`src/rtl/otr_pkg.sv`:
```
package otr_pkg;

    // Lifecycle of one tracker slot.
    typedef enum logic [1:0] {
        SL_FREE = 2'd0,   // no request held
        SL_IDLE = 2'd1,   // registered, no hold query yet
        SL_WAIT = 2'd2,   // queried, blocked by an older equal key
        SL_GO   = 2'd3    // granted
    } slot_phase_e;

endpackage

```
`src/rtl/otr_span_check.sv`:
```
module otr_span_check #(
    parameter int ADDR_W    = 48,
    parameter int SIZE_W    = 13,
    parameter int PAGE_BITS = 12
) (
    input  logic [ADDR_W-1:0] addr,
    input  logic [SIZE_W-1:0] size,
    output logic              crosses
);
    localparam int SUM_W = ((SIZE_W > PAGE_BITS) ? SIZE_W : PAGE_BITS) + 1;

    logic [SUM_W-1:0] span_end;
    logic [SUM_W-1:0] page_len;

    always_comb begin
        span_end = SUM_W'(addr[PAGE_BITS-1:0]) + SUM_W'(size);
        page_len = SUM_W'(1) << PAGE_BITS;
        crosses  = (span_end > page_len);
    end
endmodule

```
`src/rtl/otr_slot_alloc.sv`:
```
module otr_slot_alloc #(
    parameter int N      = 8,
    parameter int SLOT_W = $clog2(N)
) (
    input  logic [N-1:0]      free_mask,
    output logic              found,
    output logic [SLOT_W-1:0] idx
);
    always_comb begin
        found = |free_mask;
        idx   = '0;
        for (int i = N - 1; i >= 0; i--) begin
            if (free_mask[i]) idx = SLOT_W'(i);
        end
    end
endmodule

```
`src/rtl/otr_key_match.sv`:
```
module otr_key_match #(
    parameter int N      = 8,
    parameter int KEY_W  = 52,
    parameter int RANK_W = 3
) (
    input  logic [N-1:0]             live,
    input  logic [N-1:0][KEY_W-1:0]  key,
    input  logic [N-1:0][RANK_W-1:0] rank,
    output logic [N-1:0]             blocked
);
    logic [N-1:0][N-1:0] hit;

    for (genvar i = 0; i < N; i++) begin : g_row
        for (genvar j = 0; j < N; j++) begin : g_col
            if (i == j) begin : g_self
                assign hit[i][j] = 1'b0;
            end else begin : g_other
                // j blocks i when j is live, equal key and older (lower rank)
                assign hit[i][j] = live[j] && (key[j] == key[i]) && (rank[j] < rank[i]);
            end
        end
        assign blocked[i] = |hit[i];
    end
endmodule

```
`src/rtl/otr_page_order.sv`:
```
module otr_page_order #(
    parameter int N         = 8,
    parameter int ADDR_W    = 48,
    parameter int SID_W     = 8,
    parameter int SSID_W    = 8,
    parameter int SIZE_W    = 13,
    parameter int PAGE_BITS = 12
) (
    input  logic                     clk,
    input  logic                     rst_n,
    input  logic                     reg_valid,
    output logic                     reg_ready,
    input  logic [ADDR_W-1:0]        reg_addr,
    input  logic [SIZE_W-1:0]        reg_size,
    input  logic [SID_W-1:0]         reg_sid,
    input  logic [SSID_W-1:0]        reg_ssid,
    output logic                     ack_valid,
    output logic [$clog2(N)-1:0]     ack_slot,
    output logic                     ack_fault,
    input  logic                     hold_valid,
    input  logic [$clog2(N)-1:0]     hold_slot,
    input  logic                     rel_valid,
    input  logic [$clog2(N)-1:0]     rel_slot,
    output logic [N-1:0]             go,
    output logic                     rel_err
);
    import otr_pkg::*;

    localparam int SLOT_W = $clog2(N);
    localparam int RANK_W = $clog2(N);
    localparam int CNT_W  = SLOT_W + 1;
    localparam int KEY_W  = SID_W + SSID_W + ADDR_W - PAGE_BITS;

    typedef struct packed {
        slot_phase_e [N-1:0]       phase;
        logic [N-1:0][KEY_W-1:0]   key;
        logic [N-1:0][RANK_W-1:0]  rank;
        logic                      rm;
        logic                      ack_v;
        logic [SLOT_W-1:0]         ack_slot;
        logic                      ack_fault;
        logic                      err;
    } state_t;

    state_t st_d, st_q;

    logic [N-1:0]       live;
    logic [N-1:0]       blocked;
    logic               free_found;
    logic [SLOT_W-1:0]  free_idx;
    logic               crosses;
    logic [KEY_W-1:0]   new_key;
    logic [CNT_W-1:0]   live_cnt;

    // signals brought out for the bound checker
    logic [N-1:0][KEY_W-1:0] keys_w;
    logic                    rm_w;

    for (genvar s = 0; s < N; s++) begin : g_live
        assign live[s] = (st_q.phase[s] != SL_FREE);
        assign go[s]   = (st_q.phase[s] == SL_GO);
    end

    assign new_key = {reg_sid, reg_ssid, reg_addr[ADDR_W-1:PAGE_BITS]};

    otr_span_check #(
        .ADDR_W   (ADDR_W),
        .SIZE_W   (SIZE_W),
        .PAGE_BITS(PAGE_BITS)
    ) u_span (
        .addr   (reg_addr),
        .size   (reg_size),
        .crosses(crosses)
    );

    otr_slot_alloc #(
        .N     (N),
        .SLOT_W(SLOT_W)
    ) u_alloc (
        .free_mask(~live),
        .found    (free_found),
        .idx      (free_idx)
    );

    otr_key_match #(
        .N     (N),
        .KEY_W (KEY_W),
        .RANK_W(RANK_W)
    ) u_match (
        .live   (live),
        .key    (st_q.key),
        .rank   (st_q.rank),
        .blocked(blocked)
    );

    assign reg_ready = free_found;

    always_comb begin
        live_cnt = '0;
        for (int k = 0; k < N; k++) begin
            live_cnt = live_cnt + CNT_W'(live[k]);
        end
    end

    always_comb begin
        logic hs;
        logic rel_hit;

        st_d           = st_q;
        st_d.rm        = 1'b0;
        st_d.ack_v     = 1'b0;
        st_d.ack_fault = 1'b0;

        hs      = reg_valid && free_found;
        rel_hit = rel_valid && live[rel_slot];

        // waiters re-scan older entries after a removal
        if (st_q.rm) begin
            for (int k = 0; k < N; k++) begin
                if (st_q.phase[k] == SL_WAIT && !blocked[k]) st_d.phase[k] = SL_GO;
            end
        end

        // hold query on a registered slot
        if (hold_valid && st_q.phase[hold_slot] == SL_IDLE) begin
            st_d.phase[hold_slot] = blocked[hold_slot] ? SL_WAIT : SL_GO;
        end

        // release: free the slot, close the rank gap, broadcast removal
        if (rel_valid) begin
            if (rel_hit) begin
                st_d.phase[rel_slot] = SL_FREE;
                st_d.rm              = 1'b1;
                for (int k = 0; k < N; k++) begin
                    if (live[k] && st_q.rank[k] > st_q.rank[rel_slot]) begin
                        st_d.rank[k] = st_q.rank[k] - RANK_W'(1);
                    end
                end
            end else begin
                st_d.err = 1'b1;
            end
        end

        // registration takes the lowest free slot as the youngest entry
        if (hs) begin
            st_d.ack_v     = 1'b1;
            st_d.ack_fault = crosses;
            st_d.ack_slot  = free_idx;
            if (!crosses) begin
                st_d.phase[free_idx] = SL_IDLE;
                st_d.key[free_idx]   = new_key;
                st_d.rank[free_idx]  = RANK_W'(live_cnt - CNT_W'(rel_hit));
            end
        end
    end

    always_ff @(posedge clk) begin
        if (!rst_n) begin
            st_q <= '0;
        end else begin
            st_q <= st_d;
        end
    end

    assign ack_valid = st_q.ack_v;
    assign ack_slot  = st_q.ack_slot;
    assign ack_fault = st_q.ack_fault;
    assign rel_err   = st_q.err;
    assign keys_w    = st_q.key;
    assign rm_w      = st_q.rm;

endmodule

```
`config.mk`:
```
export PLATFORM = sky130hd
export DESIGN_NAME = otr_page_order
export DESIGN_NICKNAME = d
export VERILOG_FILES = /design/src/rtl/otr_pkg.sv /design/src/rtl/otr_span_check.sv /design/src/rtl/otr_slot_alloc.sv /design/src/rtl/otr_key_match.sv /design/src/rtl/otr_page_order.sv
export SDC_FILE = /design/constraint.sdc
export NUM_CORES = 2
export LEC_CHECK = 0
export BUFFER_PORTS_ARGS = -buffer_cell sky130_fd_sc_hd__buf_2
export CAP_MARGIN = 20
export CORE_AREA = 2 2 281 214
export DETAILED_ROUTE_END_ITERATION = 6
export DIE_AREA = 0 0 283 216
export GPL_TIMING_DRIVEN = 0
export PLACE_DENSITY = 0.94
export SLEW_MARGIN = 5
export SYNTH_ARGS = -nofsm -noshare
export SYNTH_HDL_FRONTEND = slang
export SYNTH_SLANG_ARGS = --single-unit
```
`constraint.sdc`:
```
create_clock -name clk -period 6.1 [get_ports clk]
set_clock_uncertainty 0.1 [all_clocks]
set_input_delay 1.22 -clock clk [delete_from_list [all_inputs] [get_ports clk]]
set_output_delay 1.22 -clock clk [all_outputs]
set_load 0.1 [all_outputs]
```
==> metrics.txt, run 1 <==
overall die width 283 um; Synth Area in Simple Gates around 17%; DP HPWL 156000 um; Post-Synth XOR/XNOR Area about 34%; Ports 103; CTS H-tree depth 2; largest net degree at the start of global routing 16; Die H ~220 um; grt ovf 2394; Synth Area in Compound Gates 8.74%; area share of fa/ha/maj cells after synthesis 4.65%; RD Place Congestion 1.92; hold_buf cts 0; Clock Path Buffers 3; post-synth cell types 76; Top FF cell, synth dfxtp_1; Yosys top cell area share 27.4%; first-pass GRT wire length 405000 um; Syn Area/Cell 8.10 um^2; # placed instances between 5000 and 6000; outcome did not finish; EDFF count, synth 0; Port Buffers 100; post-synthesis sequential area ratio between 20% and 30%; mux share of post-synthesis cell area 3.29%; Post-Synthesis Cells ~4600; CTS buffer count 44; Num Clock Sinks 463; largest family of logic cells by synthesized area XOR/XNOR gates; #FFs+latches synth about 460; gr usage total 91.3%; root buf cell clkbuf_16; synth warn 0; vias in the first global route 49322; Fail Step global routing; post-cts sizing count 0; syn nets around 4900; post-synth top area cell xnor2_1; Post-CTS Setup Inserts 0; top cells by area, synth xnor2_1, dfxtp_1, xor2_1, nand4_1, o21ai_0; row count 77; First Err [ERROR GRT-0116] Global routing finished with congestion. Check the congestion regions in the DRC Viewer.; Post-Syn Area 0.0376 mm^2; Starting Density between 60% and 70%; asr flop ratio synth 0%
## metal layers
layer / overflow / global-route usage [%]
met1: 490 / 90.2
met4: 492 / 88.3
met2: 937 / 97.7
met3: 405 / 88.0
met5: 70 / 79.8
## cell usage after synthesis (all sizes together), types with 7 or more instances
cell    count
xnor2    1173
dfxtp     463
clkbuf    429
o21ai     368
nand3     353
nand4     331
xor2      302
nand2     222
buf       150
nor4      140
ha        130
mux2i     119
inv        71
nor2       68
a21oi      48
a21o       28
nor3       27
nor2b      20
and2       16
o22ai      16
and3       13
o21a       12
or4        11
a31oi      10
a311oi      9
a311o       8
nand2b      8
o211ai      7
## cell families after synthesis
logic type      count (synthesis)
flops                         463
mux                           121
simple gates                 1226
compound gates                562
buf+inv                       653
xor+xnor                     1475
fa+ha+maj                     136
## through the flow
stage | area [um^2] | util (%) | setup slack (ns)
after global placement | 39000 | 67.0 | 0.263
after floorplan | 37600 | - | 1.13
after CTS | 40600 | 69.6 | 0.424
after detailed placement | 39100 | 67.0 | 0.152
==> inputs of run 2 (changes only) <==
CORE_AREA = 2 2 310 312   (was 2 2 281 214)
DIE_AREA = 0 0 312 314   (was 0 0 283 216)
PLACE_DENSITY = default   (was 0.94)
PLACE_DENSITY_LB_ADDON = 0.15   (was default)
==> metrics.txt, run 2 <==
outcome complete, but fails checks; failing checks DRC, capacitance limit, slew limit; root buf cell clkbuf_16; CP Class flip-flop to flip-flop; Tot Pwr 0.00817 W; Layout area overhead 18.1%; Post-Syn Area 0.0376 mm^2; post-layout util 47.0%; Clock Path Buffers 3; non-filler cells, final 6305; RSZ-0062 raised after global routing false; CTS buffer count 52; Final Setup Violations 0; post-synth top area cell xnor2_1; data required time of the critical path 6.60 ns; fmax 170 MHz; DP HPWL around 250000 um; drt pass-1 iters 7; 1st-iter DRT viols 9110; Top FF cell, synth dfxtp_1; hold_buf cts 0; footprint of the multi-input gates 0.0258 mm^2; Ports 103; CP endpoint kind flip-flop; Post-CTS Setup Inserts 0; fill cell count 9419; slew at the pin with the worst max-slew slack 1.51 ns; # placed instances 6168; Post-Synthesis Cells about 4600; final hold vios 0; antenna violations before repair 19; vias per cell 7.10; Syn Area/Cell just over 8 um^2; vias in the first global route 38647; TritonCTS clock tree done; min Tclk post-route slightly below 6 ns; Reg clk slew, reported paths about 0.07 ns; #FFs+latches synth roughly 460; Residual DRC 6; Relative slew margins -1.22%; synth warn 0; Wirelength per Cell around 51 um; post-cts sizing count 0; syn nets 4860; cell area after layout 0.0443 mm^2; top cells by area, synth xnor2_1, dfxtp_1, xor2_1, nand4_1, o21ai_0; Power per Cell Area 184 mW/mm^2; Slew Limit Fails 2; Sequential Area 0.00927 mm^2; vias 44797; Yosys top cell area share 27.4%; ratio of cells with drive above 1 in the final layout a little over a tenth; Crit Path Max Fanout 10; Clock Latency Late Sink 0.71 ns; largest net degree at the start of global routing 15; Starting Density 39.8%; Placed Area between 0.04 and 0.05 mm^2; Die Area 0.0980 mm^2; Max-cap violations 1; row count 113; EDFF count, synth 0; fin crit share between 90% and 100%; gr usage total 62.9%; commonest cells in the netlist xnor2_1, dfxtp_1, clkbuf_1; Post-Route WL 320000 um; Pleak ~16 nW; Hold Crit Class flip-flop to flip-flop; Die H 314 um; count leader, synth xnor2_1; maximum vdd drop 0.253 mV; startpoint types flip-flop; post-synthesis sequential area ratio 24.7%; highest-count cells in the layout ignoring fill and taps xnor2_1, dfxtp_1, clkbuf_1; asr flop ratio synth 0%; commonest non-fill, non-tap cell in the layout xnor2_1; antenna viol nets, final 0; total core area between 0.09 and 0.1 mm^2; Nets 5203; grt ovf 0; Port Buffers 100; first-pass GRT wire length 400000 um; CTS H-tree depth 2; Crit path arrival time ~6.4 ns; Num Clock Sinks 463; post-synth cell types 76; overall die width 312 um; RD Place Congestion between 1 and 1.5
## run 2: cell counts after synthesis
No cell type changed its count.
## run 2: routing by layer
metal,wire (um),global-route usage (%),vias to the layer above
met5,1840,12.5,-
met4,35100,52.4,40
met3,60900,45.4,1534
met2,109000,75.7,4988
met1,113000,71.6,21776
li1,-,-,16459
## run 2: power by group
group,leakage [nW],switching [W],internal [W]
Clock,0.882,0.00152,0.00198
Combinational,11.6,0.00119,0.000409
Sequential,3.73,0.0000125,0.00306
## run 2: worst max-delay path: stages, from the launching register on
cell	delay [ns]
dfxtp_1	0.43
or2_2	0.14
buf_2	0.31
inv_1	0.34
mux4_2	0.54
mux2i_1	0.22
and2_2	0.34
buf_2	0.39
ha_1	0.29
inv_1	0.09
fa_1	0.42
inv_1	0.09
fa_1	0.38
inv_1	0.07
ha_1	0.14
inv_1	0.07
fa_1	0.44
xnor2_1	0.18
xnor2_1	0.13
nand2_1	0.37
o21ai_0	0.32
## run 2: metrics by stage
| stage | hold slack (ns) | worst slack, ns | setup TNS, ns |
|---|---|---|---|
| floorplan | 0.337 | 1.13 | 0 |
| CTS | 0.363 | 0.134 | 0 |
| finish | 0.362 | 0.206 | 0 |
| global route | 0.382 | 0.00587 | 0 |
| detailed placement | 0.347 | -0.106 | -0.844 |
| global placement | 0.346 | 0.00892 | 0 |
## run 2: path summary, 6_finish.rpt
check                                          start              endpoint  slack, ns  cells past startpoint
worst min register to register  rel_err$_SDFFE_PN0P_  rel_err$_SDFFE_PN0P_       0.36                      1
worst min-delay path            rel_err$_SDFFE_PN0P_  rel_err$_SDFFE_PN0P_       0.36                      1
worst max-delay path            st_q[462]$_SDFF_PN0_    st_q[9]$_SDFF_PN0_       0.21                     20
worst max register to register  st_q[462]$_SDFF_PN0_    st_q[9]$_SDFF_PN0_       0.21                     20
## run 2: cells by family (layout without fill, tap and decap cells)
kind of cell | count (synthesis) | in the layout | synth area share, %
mux | 121 | 121 | 3.29
buf+inv | 653 | 1039 | 6.86
fa+ha+maj | 136 | 136 | 4.65
compound gates | 562 | 562 | 8.74
flops | 463 | 463 | 24.7
other cells | 0 | 18 | 0
xor+xnor | 1475 | 1475 | 34.4
simple gates | 1226 | 1226 | 17.4
## run 2: area by class of cell
class	count	share of cell area [%]
Antenna cell	18	0.102
Buffer	578	5.39
Clock buffer	69	3.26
Clock inverter	28	0.832
Inverter	74	0.635
Multi-Input combinational cell	3520	58.1
Sequential cell	463	20.9
Tap cell	1265	3.57
Timing Repair Buffer	290	7.22
Power figures use the tool's default switching activity.
